**config.mk**
```make
export PLATFORM = sky130hd
export DESIGN_NAME = sar_seq
export DESIGN_NICKNAME = d
export VERILOG_FILES = /design/src/rtl/sar_seq_pkg.sv /design/src/rtl/sar_ctrl.sv /design/src/rtl/sar_trial_reg.sv /design/src/rtl/sar_seq.sv
export SDC_FILE = /design/constraint.sdc
export NUM_CORES = 1
export LEC_CHECK = 0
export ABC_AREA = 1
export BUFFER_PORTS_ARGS = -buffer_cell sky130_fd_sc_hd__buf_2
export CORE_MARGIN = 2
export CORE_UTILIZATION = 45
export CTS_CLUSTER_DIAMETER = 30
export CTS_CLUSTER_SIZE = 24
export DETAILED_ROUTE_END_ITERATION = 8
export GPL_TIMING_DRIVEN = 0
export PLACE_DENSITY_LB_ADDON = 0.25
export SYNTH_ARGS = -nofsm -noshare
export SYNTH_HDL_FRONTEND = slang
export SYNTH_SLANG_ARGS = --single-unit
```
**constraint.sdc**
```tcl
create_clock -name clk -period 1.2 [get_ports clk]
set_input_delay 0.12 -clock clk [delete_from_list [all_inputs] [get_ports clk]]
set_output_delay 0.12 -clock clk [all_outputs]
set_load 0.02 [all_outputs]
```
**src/rtl/sar_seq_pkg.sv**
```systemverilog
package sar_seq_pkg;

    localparam int unsigned RES_W   = 12;
    localparam int unsigned SHORT_W = 8;

    typedef enum logic [1:0] {
        PH_IDLE   = 2'd0,
        PH_APPLY  = 2'd1,
        PH_DECIDE = 2'd2
    } phase_e;

    typedef struct packed {
        logic clear;
        logic set_bit;
        logic decide;
    } trial_cmd_t;

    // Index of the last bit resolved for the selected conversion length
    function automatic int unsigned final_bit(input logic short_mode,
                                              input int unsigned res_w,
                                              input int unsigned short_w);
        return short_mode ? (res_w - short_w) : 0;
    endfunction

endpackage

```
**src/rtl/sar_ctrl.sv**
```systemverilog
module sar_ctrl
    import sar_seq_pkg::*;
#(
    parameter int unsigned RES_W   = sar_seq_pkg::RES_W,
    parameter int unsigned SHORT_W = sar_seq_pkg::SHORT_W,
    parameter int unsigned IDX_W   = $clog2(RES_W)
) (
    input  logic             clk,
    input  logic             rst,
    input  logic             start,
    input  logic             short_sel,
    output logic             busy,
    output logic             done,
    output logic [IDX_W-1:0] idx,
    output trial_cmd_t       cmd
);

    localparam logic [IDX_W-1:0] TOP_IDX   = IDX_W'(RES_W - 1);
    localparam logic [IDX_W-1:0] FULL_STOP = IDX_W'(final_bit(1'b0, RES_W, SHORT_W));
    localparam logic [IDX_W-1:0] SHRT_STOP = IDX_W'(final_bit(1'b1, RES_W, SHORT_W));

    phase_e           ph;
    logic             short_q;
    logic [IDX_W-1:0] stop_idx;

    assign stop_idx = short_q ? SHRT_STOP : FULL_STOP;

    always_ff @(posedge clk) begin
        if (rst) begin
            ph      <= PH_IDLE;
            idx     <= '0;
            short_q <= 1'b0;
            done    <= 1'b0;
        end else begin
            done <= 1'b0;
            unique case (ph)
                PH_IDLE: begin
                    if (start) begin
                        ph      <= PH_APPLY;
                        idx     <= TOP_IDX;
                        short_q <= short_sel;
                    end
                end
                PH_APPLY: ph <= PH_DECIDE;
                PH_DECIDE: begin
                    if (idx == stop_idx) begin
                        ph   <= PH_IDLE;
                        done <= 1'b1;
                    end else begin
                        idx <= idx - 1'b1;
                        ph  <= PH_APPLY;
                    end
                end
                default: ph <= PH_IDLE;
            endcase
        end
    end

    assign busy        = (ph != PH_IDLE);
    assign cmd.clear   = (ph == PH_IDLE) && start;
    assign cmd.set_bit = (ph == PH_APPLY);
    assign cmd.decide  = (ph == PH_DECIDE);

    // Captured length select must not move during a run
    assert_short_held_R6: assert property (@(posedge clk) disable iff (rst)
        (ph != PH_IDLE && $past(ph) != PH_IDLE) |-> $stable(short_q));

    // A running conversion never jumps back toward the MSB
    assert_no_restart_R7: assert property (@(posedge clk) disable iff (rst)
        (ph != PH_IDLE && $past(ph) != PH_IDLE) |-> (idx <= $past(idx)));

endmodule

```
**src/rtl/sar_trial_reg.sv**
```systemverilog
module sar_trial_reg
    import sar_seq_pkg::*;
#(
    parameter int unsigned RES_W = sar_seq_pkg::RES_W,
    parameter int unsigned IDX_W = $clog2(RES_W)
) (
    input  logic             clk,
    input  logic             rst,
    input  trial_cmd_t       cmd,
    input  logic [IDX_W-1:0] idx,
    input  logic             cmp_hi,
    output logic [RES_W-1:0] trial
);

    always_ff @(posedge clk) begin
        if (rst) begin
            trial <= '0;
        end else if (cmd.clear) begin
            trial <= '0;
        end else if (cmd.set_bit) begin
            trial[idx] <= 1'b1;
        end else if (cmd.decide && cmp_hi) begin
            trial[idx] <= 1'b0;
        end
    end

endmodule

```
**src/rtl/sar_seq.sv**
```systemverilog
module sar_seq
    import sar_seq_pkg::*;
#(
    parameter int unsigned RES_W   = sar_seq_pkg::RES_W,
    parameter int unsigned SHORT_W = sar_seq_pkg::SHORT_W
) (
    input  logic             clk,
    input  logic             rst,
    input  logic             start,
    input  logic             short_sel,
    input  logic             cmp_hi,
    output logic [RES_W-1:0] dac_code,
    output logic [RES_W-1:0] result,
    output logic             busy,
    output logic             done
);

    localparam int unsigned IDX_W = $clog2(RES_W);
    localparam logic [RES_W-1:0] MSB_ONLY = {1'b1, {(RES_W-1){1'b0}}};

    trial_cmd_t       cmd;
    logic [IDX_W-1:0] idx;
    logic [RES_W-1:0] trial;

    sar_ctrl #(.RES_W(RES_W), .SHORT_W(SHORT_W), .IDX_W(IDX_W)) u_ctrl (
        .clk       (clk),
        .rst       (rst),
        .start     (start),
        .short_sel (short_sel),
        .busy      (busy),
        .done      (done),
        .idx       (idx),
        .cmd       (cmd)
    );

    sar_trial_reg #(.RES_W(RES_W), .IDX_W(IDX_W)) u_trial (
        .clk    (clk),
        .rst    (rst),
        .cmd    (cmd),
        .idx    (idx),
        .cmp_hi (cmp_hi),
        .trial  (trial)
    );

    assign dac_code = trial;
    assign result   = busy ? '0 : trial;

    assert_clear_on_start_R2: assert property (@(posedge clk) disable iff (rst)
        $rose(busy) |-> (dac_code == '0));

    assert_msb_first_R3: assert property (@(posedge clk) disable iff (rst)
        $rose(busy) |=> (dac_code == MSB_ONLY));

    assert_done_at_fall_R8: assert property (@(posedge clk) disable iff (rst)
        done |-> (!busy && $past(busy)));

    assert_done_single_R8: assert property (@(posedge clk) disable iff (rst)
        done |=> !done);

endmodule

```
# == Word-level counts from Yosys, hierarchy flattened ==
# Cells that the tools add are included.
# op_classes
n_addsub,1
order_cmp,2
eq_ne,5
muxes,13
bitwise,4
n_reduce_logical,11
# op_table
cell,count
12-bit two-way mux,3
12-bit bitwise AND,1
12-bit NOT,1
12-bit OR,1
4-bit two-way mux,2
4-bit one-hot mux with 2 select lines,1
2-bit one-hot mux with 3 select lines,1
2-bit nonzero test,3
4-bit by 5-bit < comparator with 1-bit output (second input constant),1
1-bit demux with 4-bit select,1
4-bit equality test,1
4-bit by 1-bit >= comparator with 1-bit output (second input constant),1
2-bit inequality test (second input constant),2
2-bit OR reduction,2
4-bit by 1-bit subtractor with 4-bit output (second input constant),1
1-bit logical AND,3
1-bit two-way mux,3
3-bit two-way mux,1
3-bit AND reduction,1
2-bit by 1-bit equality test with 1-bit output (second input constant),1
2-bit equality test (second input constant),1
2-bit logical NOT,1
2-bit two-way mux,1
2-bit AND reduction,1
1-bit NOT,1
# totals
reg_bits,20
input_bits,5
out_inout_bits,26
elab_cells,41

# == Longest topological paths before layout ==
# Gate-level depths: netlist (run 1).
# logic_depth
word_depth,8
depth_mapped,9

# == Cells and area by module ==
# A second synthesis (run 1) with hierarchy kept.
# unflattened
cells_unflattened,160
hier_area_um2,1104.8
# by_module_without_submodules
mod,n_inst,cells_per_inst,area_per_inst_um2,seq_area_each_um2
sar_trial_reg,1,78,578.1,240.2
sar_ctrl,1,57,425.4,160.2
sar_seq,1,25,101.3,0.0

# == Worst setup path before layout (run 1) ==
# No wires, ideal clock.
# synth_timing
path_type,register -> register
startpoint,register u_ctrl.idx[0]
endpoint,register u_ctrl.idx[3]
setup_time_ps,112
t_arrival_ps,1154
slack_ps,-67
stages_incl_launch_ff,9
path_buffers,0
synth_period_minus_slack_ps,1267
path_cell_list,dfxtp_1 -> inv_1 -> ha_1 -> nand4_1 -> nand3_2 -> nand2_2 -> nor2_2 -> nand2_1 -> nand2_1
# synth_via
elab_chain_len,3
word_cells_on_any_way,6
# synth_rtl
item,line_no,text
"start, declared",sar_ctrl.sv:14,"output logic [IDX_W-1:0] idx,"
"start signal, assigned",sar_ctrl.sv:50,idx <= idx - 1'b1;
4-bit by 1-bit subtractor with 4-bit output / 4-bit equality test (equally long branches),"sar_ctrl.sv:50, sar_ctrl.sv:46",
4-bit two-way mux / 2-bit inequality test (equally long branches),--,
4-bit one-hot mux with 2 select lines / 3-bit AND reduction (equally long branches),--,
# Parallel ways exist; a longest one is shown, timed or not. The select of a mux whose other input is x is not followed.
# A chain may end at the register's enable or synchronous reset.

# == Worst setup path in the final report (run 1) ==
# layout_timing
startpoint,register u_ctrl.ph[1]
endpoint,output result[9]
# layout_via
elab_chain_len,2
# layout_rtl
item,line_no,text
"start, declared",sar_ctrl.sv:22,phase_e ph;
"start signal, assigned",sar_ctrl.sv:30,ph <= PH_IDLE;
"start signal, assigned",sar_ctrl.sv:39,ph <= PH_APPLY;
"start signal, assigned",sar_ctrl.sv:44,PH_APPLY: ph <= PH_DECIDE;
2-bit nonzero test,sar_ctrl.sv:59,assign busy = (ph != PH_IDLE);
12-bit two-way mux,sar_seq.sv:46,assign result = busy ? '0 : trial;
"end, declared",sar_seq.sv:13,"output logic [RES_W-1:0] result,"
# Every way passes these cells.

==> out/results.tsv, run 1 <==
stage	metric	value	unit
run_status	outcome	finished, violations left	
run_status	violations	setup timing	
clock_network	cts_tree	done	
global_routing	grt_max_degree	12	
worst_hold_path	hold_depth	2	
critical_path	slowest_delay	0.36	ns
cells_and_area	post-route-util	80.8	%
global_routing	grt_pass1_vias	970	
power	leakage	0.843	nW
clock_network	cts_buffer_depth	2	
synth	syn_nets	175	
sta	fmax	727	MHz
clock_network	clock-sinks	20	
synth	synth.largest_area_cell	dfxtp_1	
floorplanning	coreArea	2230	sq um
clock_network	clkLatencyLatePin	0.32	ns
cells_and_area	drive_gt1_share	52.3	%
global_routing	antenna_found_initial	0	
clock_network	clk_pin_slew	0.12	ns
placed_design	gp_congestion	0.736	
cells_and_area	n_antenna_cell	0	
sta	setup_viol	30	
route	routed_via_density	5.19	
sta	worst-slew-pin-transition	0.427	ns
synth	synth_cells	165	
placed_design	numPortBuffers	30	
sta	fin_worst_skew	0.00554	ns
route	routed_wl	3440	um
clock_network	postCtsHoldBufs	0	
clock_network	root_buffer	clkbuf_4	
cells_and_area	area_growth_syn_to_layout	66.7	%
synth	yosysSeqAreaShare	37.0	%
power	powerDensity	948	nW/um^2
floorplanning	rows	17	
critical_path	cp.arrival	1.25	ns
floorplanning	start_util	48.5	%
placed_design	dpl.hpwl	1750	um
floorplanning	die_area	2810	sq um
job	max_cap_violations	0	
synth	synth_cell_type_count	20	
critical_path	setup.worst_path.start_class	flop	
synth	yosys_register_bits	20	
critical_path	ff2ff_path_depth	7	
critical_path	end_kind	output pin	
cells_and_area	fillerInstances	139	
floorplanning	die_width	53.0	um
route	drcViolationCount	0	
sta	maxSlewViolCount	0	
critical_path	crit_family	flip-flops	
route	dr.pass1.iters	4	
synth	ys_warn_count	0	
power	p_total	1.71	mW
sta	rsz0062_at_grt	yes	
synth	synth_top_cell_area_share	37.0	%
global_routing	grt_pass1_wl	3950	um
placed_design	pre_cts_slack	-0.145	ns
sta	finalSetupTns	-3.29	ns
synth	synth_area_leaders	dfxtp_1, nand2_1, nor2_1, inv_1, nand3_1	
global_routing	gr-total-overflow	0	
route	vias	1277	
worst_hold_path	hold_class	in -> reg	
sta	period_needed	1.37	ns
critical_path	worstPathRequired	1.08	ns
route	drt_iter0_markers	32	
critical_path	path_class	reg -> out	
clock_network	cts_buffers	3	
critical_path	slowest_stage	dfxtp_2	
cells_and_area	final_nets	229	
sta	final.period_utilization	115	%
sta	setup_ws	-0.175	ns
critical_path	critPathMaxFanout	10	
floorplanning	io_pins	31	
global_routing	grt_use_total	18.8	%
route	wl_per_cell	14.0	um
critical_path	path_depth	5	
floorplanning	die_y	53.0	um
critical_path	cp_cell_sequence	nor2_4 > inv_4 > buf_12 > nor2_1 > buf_4	
synth	avgSynthCellArea	6.56	sq um
sta	hold_viol	0	
synth	syn_area	1080	sq um
critical_path	path_buf_inv	3	
clock_network	h-tree-depth	1	
route	ant_nets	0	
sta	relSlewSlack	71.4	%
power	vdd_drop_max	0.000997	V
[logic make-up (layout without fill, tap and decap cells)]
kind of cell / after synthesis / after routing / share of synthesized area (%)
AOI/OAI and AO/OA: 11 / 11 / 5.32
and+or+nand+nor: 101 / 101 / 40.3
adders and majority gates: 5 / 5 / 5.78
buffers and inverters: 28 / 81 / 11.6
DFF: 20 / 20 / 37.0
[power breakdown]
group	switching, mW	internal (mW)	leakage (nW)
Combinational	0.328	0.239	0.656
Sequential	0.0334	0.694	0.166
Clock	0.230	0.186	0.0210
[cell usage in the layout (no fill, tap or decap), types with 4 or more instances in the layout]
master	n
nand2_2	9
nand3_1	5
nand2_1	31
nor2_1	24
nand3_2	5
a21oi_1	4
inv_1	18
dfxtp_1	14
buf_6	13
nor2_2	7
buf_4	18
clkbuf_4	4
nand3_4	6
buf_2	18
nor2_4	8
[what timing repair did]
action | in CTS | in global routing
cloned | 1 | 1
pin swaps | 11 | 22
setup buffers | 8 | 9
gates resized for setup | 34 | 68
endpoints found under the setup margin | 21 | 31
[area by class of cell]
class,instances,area (sq um),share of cell area [%]
Multi-Input combinational cell,117,792,43.9
Tap cell,28,35.0,1.94
Sequential cell,20,415,23.0
Clock buffer,4,36.3,2.01
Inverter,24,97.6,5.41
Buffer,4,56.3,3.12
Timing Repair Buffer,49,372,20.6
[stage by stage]
step | instance area, sq um | hold slack (ns) | std cells
finish | 1800 | 0.0795 | 246
global route | 1800 | 0.105 | 246
CTS | 1470 | 0.0716 | 236
detailed placement | 1270 | 0.393 | 223
global placement | 1270 | 0.383 | 223
floorplan | 1080 | 0.189 | 165
[worst paths after layout]
path	from	end	slack, ns
setup / recovery	u_ctrl.ph[1]	result[9]	-0.17
hold / removal	rst	u_ctrl.ph[0]	0.08
setup reg to reg	u_ctrl.idx[3]	u_ctrl.idx[0]	-0.13
hold reg to reg	flop	flop	0.48
[cells in the mapped netlist (all sizes together)]
library cell and instances:
nand2 42, nor2 39, inv 24, dfxtp 20, nand3 16, a21oi 8, ha 5, buf 3
nand4 2, o21ai 2, a211oi 1, and3 1, clkbuf 1, or2 1
[metal layers]
metal  track usage [%]  vias up  routed length [um]
met2              34.2       45                1860
met5                 0        -                   0
met4              6.41        0                  91
li1                  -      620                   -
met1              22.3      601                1380
met3              2.54       11                 115
Power figures use the tool's default switching activity.
==> run 2, diff against run 1 <==
- ABC_AREA: 1 -> unset
- CORE_UTILIZATION: 45 -> 50
- CTS_CLUSTER_SIZE: 24 -> unset
- clock period: 1.2 -> 1.3 ns (I/O delays scaled with it)
==> run 2 against run 1 <==
  * The run still ends with setup timing left
  * Cell count is 25% lower
  * Via count fell by 12%
  * Worst setup slack better by 0.057 ns
  * Register-to-register slack better by 0.02 ns
  * Wire length fell by 0.35%
  * Worst hold slack improved by 0.017 ns
  * Critical path depth is 1 lower
  * Global-route usage increased by 5.8 points
  * Flip-flop and latch count unchanged
  * Combinational power fell by 21%
  * Power fell by 13%
  * Clock power decreased by 11%
==> out/results.tsv, run 2 <==
stage	metric	value	unit	change
critical_path	slowest_stage	dfxtp_4		was dfxtp_2
synth	synth_top_cell_area_share	37.4	%	was 37.0%
global_routing	grt_max_degree	12		unchanged
synth	avgSynthCellArea	9.73	sq um	was 6.56 sq um
synth	synth-main-ff-cell	dfxtp_1		unchanged
route	ant_nets	0		unchanged
power	combPwrFrac	30.0	%	was 33.1%
global_routing	antenna_found_initial	0		unchanged
clock_network	clkLatencyLatePin	0.31	ns	was 0.32 ns
sta	rsz0062_at_grt	yes		unchanged
placed_design	dpl.hpwl	1700	um	was 1750 um
synth	synthArstFlopShare	0	%	unchanged
route	routed_via_density	6.05		was 5.19
power	power_frac_clock	24.9	%	was 24.3%
cells_and_area	final_cell_mix	buf_6, buf_2, dfxtp_1, buf_4		was nand2_1, nor2_1, inv_1, buf_4, buf_2
global_routing	grt_use_total	24.5	%	was 18.8%
critical_path	ff2ff_setup_slack	-0.11	ns	was -0.13 ns
synth	post-synth-top-count-cell	dfxtp_1		was nand2_1
critical_path	ff2ff_path_depth	6		was 7
synth	synth_area_leaders	dfxtp_1, a32o_1, o211ai_1, and2_1, ha_1		was dfxtp_1, nand2_1, nor2_1, inv_1, nand3_1
critical_path	r2r_start	u_ctrl.ph[0]		was u_ctrl.idx[3]
global_routing	grt_pass1_wl	4730	um	was 3950 um
worst_hold_path	hp-start	short_sel		was rst
synth	synth_cell_type_count	32		was 20
placed_design	place_area	1270	sq um	about the same
critical_path	critPathMaxFanout	6		was 10
critical_path	end_kind	output pin		unchanged
synth	synth_cells	110		was 165
worst_hold_path	hold_class	in -> reg		unchanged
critical_path	path_class	reg -> out		unchanged
route	drt_iter0_markers	37		was 32
sta	hold_viol	0		unchanged
synth	synth.largest_area_cell	dfxtp_1		unchanged
global_routing	busiest_layer	met2		unchanged
route	drcViolationCount	0		unchanged
floorplanning	die_area	2530	sq um	was 2810 sq um
critical_path	cp.arrival	1.29	ns	was 1.25 ns
placed_design	gp_congestion	0.803		was 0.736
sta	fin_worst_skew	0.000967	ns	was 0.00554 ns
global_routing	grt_use_met3	2.98	%	was 2.54%
clock_network	cts_tree	done		unchanged
global_routing	grt_use_met1	29.7	%	was 22.3%
cells_and_area	area_growth_syn_to_layout	57.5	%	was 66.7%
floorplanning	die_y	50.3	um	was 53.0 um
clock_network	cts_buffer_depth	2		unchanged
clock_network	clock-sinks	20		unchanged
synth	yosys_register_bits	20		unchanged
cells_and_area	final_nets	169		was 229
job	max_cap_violations	0		unchanged
route	dr.pass1.iters	4		unchanged
route	wl_per_cell	18.5	um	was 14.0 um
synth	synth_edf_count	0		unchanged
sta	maxSlewViolCount	0		unchanged
sta	worst-slew-pin-transition	0.341	ns	was 0.427 ns
critical_path	worstPathRequired	1.17	ns	was 1.08 ns
clock_network	cts_buffers	3		unchanged
floorplanning	die_width	50.3	um	was 53.0 um
sta	relSlewSlack	77.2	%	was 71.4%
sta	setup_ws	-0.118	ns	was -0.175 ns
floorplanning	io_pins	31		unchanged
worst_hold_path	worst_hold_path.endpoint	u_ctrl.short_q		was u_ctrl.ph[0]
route	routed_wl	3430	um	was 3440 um
clock_network	clk_pin_slew	0.11	ns	was 0.12 ns
power	leakage	0.724	nW	was 0.843 nW
sta	period_needed	1.42	ns	
run_status	outcome	finished, violations left		unchanged
power	pwr-share-seq	45.0	%	was 42.5%
placed_design	numPortBuffers	29		was 30
critical_path	setup.worst_path.start_class	flop		unchanged
power	p_total	1.49	mW	was 1.71 mW
sta	setup_viol	24		was 30
cells_and_area	layout_commonest_cell	buf_6		was nand2_1
power	p_switching	0.469	mW	was 0.592 mW
cells_and_area	drive_gt1_share	59.5	%	was 52.3%
floorplanning	coreArea	1980	sq um	was 2230 sq um
global_routing	grt_pass1_vias	1016		was 970
power	vdd_drop_max	0.000771	V	was 0.000997 V
sta	final.period_utilization	109	%	
synth	yosysSeqAreaShare	37.4	%	was 37.0%
critical_path	crit_family	flip-flops		unchanged
power	powerDensity	886	nW/um^2	was 948 nW/um^2
synth	syn_area	1070	sq um	was 1080 sq um
cells_and_area	design_area	1690	sq um	was 1800 sq um
floorplanning	rows	16		was 17
floorplanning	start_util	54.0	%	was 48.5%
clock_network	h-tree-depth	1		unchanged
synth	syn_nets	120		was 175
worst_hold_path	hold_depth	3		was 2
sta	fmax	705	MHz	
route	vias	1119		was 1277
power	intPower	1.02	mW	was 1.12 mW
synth	ys_warn_count	0		unchanged
clock_network	root_buffer	clkbuf_4		unchanged
critical_path	path_buf_inv	2		was 3
global_routing	met2_usage	43.9	%	was 34.2%
critical_path	slowest_delay	0.38	ns	was 0.36 ns
critical_path	worstSetupStartpoint	u_ctrl.ph[0]		was u_ctrl.ph[1]
run_status	violations	setup timing		unchanged
power	swShare	31.4	%	was 34.6%
sta	fin_hold_ws	0.0961	ns	was 0.0795 ns
critical_path	cp_cell_sequence	nor2_4 > clkbuf_8 > and2_4 > buf_6		was nor2_4 > inv_4 > buf_12 > nor2_1 > buf_4
cells_and_area	n_antenna_cell	0		unchanged
synth	synth_commonest_cells	dfxtp_1, and2_1, a32o_1, o211ai_1, nor2b_1		was nand2_1, nor2_1, inv_1, dfxtp_1, nand3_1
global_routing	gr-total-overflow	0		unchanged
run 2: cell count changes after synthesis, moves of 5 or more:
cell / previous run / this run
o211ai_1: 0 / 12
and2_1: 0 / 13
a32o_1: 0 / 12
nor2_1: 37 / 4
nand2_1: 39 / 1
inv_1: 22 / 5
a21oi_1: 8 / 3
nand3_1: 14 / 1
nor2b_1: 0 / 9
run 2: logic make-up (layout without fill, tap and decap cells):
family          count (synthesis)  in the layout  share of synthesized area [%]
fa+ha+maj                       5              5                           5.85
buf+inv                        11             59                           5.03
xor+xnor                        1              1                          0.819
simple gates                   38             38                           22.8
flops                          20             20                           37.4
compound gates                 35             35                           28.1
run 2: cell type report:
cell class	instances	area (sq um)
multi-input cells	79	764
flip-flops and latches	20	414
repair buffers	44	353
fillers	104	297
plain buffers	6	60.1
clock buffers	4	36.3
well taps	27	33.8
inverters	5	23.8
run 2: worst max path at each step:
stage                                to  depth (start not counted)
after floorplan           u_ctrl.idx[3]                          5
final                         result[6]                          4
after global routing          result[3]                          4
after CTS                     result[2]                          4
after global placement             flop                          4
after detailed placement      result[5]                          4
run 2: worst reg2reg max path, delay by kind of cell, from the launching register on:
kind | cells | cell delay [ns]
simple gates | 1 | 0.18
buf+inv | 3 | 0.44
flops | 1 | 0.38
compound gates | 2 | 0.33
run 2: metrics by stage:
| step | setup slack, ns | util, % | std cells | TNS [ns] |
|---|---|---|---|---|
| after CTS | -0.0903 | 80.3 | 182 | -1.12 |
| after global placement | -0.243 | 64.3 | 166 | -4.57 |
| after floorplan | 0.00653 | - | 110 | 0 |
| after global routing | -0.164 | 85.0 | 185 | -3.52 |
| after detailed placement | -0.211 | 64.3 | 166 | -4.17 |
| final | -0.118 | 85.0 | 185 | -2.27 |
run 2: metal layers:
layer  up-vias  wire, um
met1       544      1440
met4         0        42
li1        519         -
met3         6       178
met5         -         0
met2        50      1770
run 2: repair_timing:
action,CTS,global route
hold buffers,0,0
gates cloned,1,1
pin swaps,10,3
resized for setup,56,21
endpoints found under the hold margin,0,0
setup buffers,11,2
setup endpoints to repair,29,29
run 2: power groups by stage:
stage / clock network, mW / logic [mW] / registers [mW]
floorplan: 0 / 0.190 / 0.683
global placement: 0 / 0.255 / 0.680
detailed placement: 0 / 0.258 / 0.681
CTS: 0.377 / 0.376 / 0.667
global route: 0.406 / 0.478 / 0.676
finish: 0.372 / 0.448 / 0.672
==> run 3, diff against run 2 <==
- CTS_BUF_LIST: unset -> sky130_fd_sc_hd__clkbuf_16
==> run 3 against run 2 <==
  * The run still ends with setup timing left
  * Fmax rose by 0.41%
  * Die area unchanged
  * Clock skew is 0.0078 ns higher
  * Worst setup slack improved by 0.0058 ns
  * Critical path depth unchanged
  * Critical path type is now reg -> reg
  * Largest cell class unchanged
==> out/results.tsv, run 3 (synthesis results as in run 2) <==
stage	metric	value	unit	change
run_status	outcome	finished, violations left		unchanged
run_status	violations	setup timing		unchanged
job	max_cap_violations	0		unchanged
floorplanning	io_pins	31		unchanged
route	dr.pass1.iters	4		unchanged
cells_and_area	n_antenna_cell	0		unchanged
critical_path	setup.worst_path.start_class	flop		unchanged
sta	hold_viol	0		unchanged
global_routing	grt_max_degree	12		unchanged
critical_path	cp.arrival	1.61	ns	was 1.29 ns
floorplanning	die_area	2530	sq um	unchanged
power	p_total	1.75	mW	was 1.49 mW
sta	fin_hold_ws	0.133	ns	was 0.0961 ns
global_routing	grt_pass1_vias	960		was 1016
critical_path	worstSetupStartpoint	u_ctrl.ph[0]		unchanged
critical_path	r2r_start	u_ctrl.ph[0]		unchanged
cells_and_area	fillerInstances	101		was 104
cells_and_area	final_cell_mix	buf_4, buf_2, dfxtp_1, o211ai_1, a32o_1		was buf_6, buf_2, dfxtp_1, buf_4
power	leakage	0.727	nW	was 0.724 nW
clock_network	root_buffer	clkbuf_16		was clkbuf_4
cells_and_area	multi_input_area	743	sq um	was 764 sq um
sta	relSlewSlack	73.9	%	was 77.2%
route	vias	1102		was 1119
clock_network	clock-sinks	20		unchanged
global_routing	grt_use_met1	29.7	%	about the same
sta	worst-slew-pin-transition	0.391	ns	was 0.341 ns
global_routing	met2_usage	43.6	%	was 43.9%
floorplanning	coreArea	1980	sq um	unchanged
clock_network	h-tree-depth	1		unchanged
worst_hold_path	hold_class	in -> reg		unchanged
route	drcViolationCount	0		unchanged
clock_network	cts_buffer_depth	2		unchanged
sta	period_needed	1.41	ns	was 1.42 ns
route	wl_per_cell	18.4	um	was 18.5 um
cells_and_area	area_growth_syn_to_layout	56.6	%	was 57.5%
sta	fin_worst_skew	0.00873	ns	was 0.000967 ns
critical_path	path_class	reg -> reg		was reg -> out
global_routing	grt_pass1_wl	4700	um	was 4730 um
route	drt_iter0_markers	51		was 37
global_routing	gr-total-overflow	0		unchanged
critical_path	worstPathRequired	1.50	ns	was 1.17 ns
global_routing	busiest_layer	met2		unchanged
clock_network	clkLatencyLatePin	0.26	ns	was 0.31 ns
cells_and_area	final_nets	169		unchanged
placed_design	gp_congestion	0.803		unchanged
critical_path	end_kind	flop		was output pin
placed_design	numPortBuffers	29		unchanged
power	powerDensity	1050	nW/um^2	was 886 nW/um^2
clock_network	clk_pin_slew	0.06	ns	was 0.11 ns
clock_network	cts_tree	done		unchanged
placed_design	dpl.hpwl	1700	um	unchanged
floorplanning	rows	16		unchanged
route	ant_nets	0		unchanged
sta	final.period_utilization	109	%	about the same
worst_hold_path	hp-start	short_sel		unchanged
placed_design	pre_cts_slack	-0.211	ns	unchanged
sta	setup_viol	26		was 24
sta	maxSlewViolCount	0		unchanged
sta	fmax	708	MHz	was 705 MHz
route	routed_via_density	5.96		was 6.05
sta	rsz0062_at_grt	yes		unchanged
power	vdd_drop_max	0.000866	V	was 0.000771 V
floorplanning	start_util	54.0	%	unchanged
sta	setup_ws	-0.112	ns	was -0.118 ns
cells_and_area	drive_gt1_share	56.3	%	was 59.5%
cells_and_area	seqCellArea	412	sq um	was 414 sq um
floorplanning	die_width	50.3	um	unchanged
clock_network	cts_buffers	3		unchanged
route	routed_wl	3400	um	was 3430 um
critical_path	critPathMaxFanout	10		was 6
global_routing	grt_use_met3	2.98	%	unchanged
global_routing	grt_use_total	25.1	%	was 24.5%
global_routing	antenna_found_initial	0		unchanged
floorplanning	die_y	50.3	um	unchanged
==> run 3: cell count changes in the layout (fill, tap and decap cells not counted), sizes merged <==
| cell | delta |
|---|---|
| clkinv | +1 |
| buf | -1 |
==> run 3: layout make-up <==
| cell class | count | area share [%] |
|---|---|---|
| Buffer | 6 | 3.14 |
| Clock buffer | 3 | 4.48 |
| Clock inverter | 1 | 0.224 |
| Inverter | 5 | 1.42 |
| Multi-Input combinational cell | 79 | 44.4 |
| Sequential cell | 20 | 24.6 |
| Tap cell | 27 | 2.02 |
| Timing Repair Buffer | 44 | 19.8 |
==> run 3: path summary, 6_finish.rpt <==
check	cells after the start	slack (ns)	endpoint
setup / recovery	4	-0.11	flop
hold / removal	3	0.13	u_ctrl.short_q
setup reg to reg	4	-0.11	flop
hold reg to reg	1	0.53	flop
==> run 3: per-stage QoR <==
stage	cells	utilization (%)	setup TNS [ns]	area (sq um)
6_report	185	84.5	-1.58	1680
5_1_grt	185	84.5	-2.81	1680
4_1_cts	181	80.6	-0.324	1600
3_5_place_dp	166	64.3	-4.17	1270
3_3_place_gp	166	64.3	-4.57	1270
2_1_floorplan	110	-	0	1090
==> run 3: timing repair <==
action                                  CTS  global route
hold buffers                              0             0
gates resized for setup                  49            12
endpoints found under the hold margin     0             0
endpoints found under the setup margin   29            29
pin swaps                                10             3
gates cloned                              1             0
buffers inserted                         10             4
==> run 3: routing by layer <==
layer | wire length [um] | vias up
met4 | 99 | 0
met3 | 181 | 9
met2 | 1710 | 51
li1 | - | 512
met1 | 1400 | 530
met5 | 0 | -
==> run 3: worst max-delay path, stage by stage (launching register included) <==
cell and delay, ns:
dfxtp_2 0.39, nor2_4 0.08, a21oi_1 0.35, clkbuf_4 0.31, a32o_1 0.21
==> run 3: power breakdown <==
group / total, mW / switching [mW] / internal, mW / leakage (nW)
logic: 0.421 / 0.222 / 0.199 / 0.524
clock network: 0.657 / 0.246 / 0.411 / 0.0385
registers: 0.675 / 0.0373 / 0.638 / 0.165
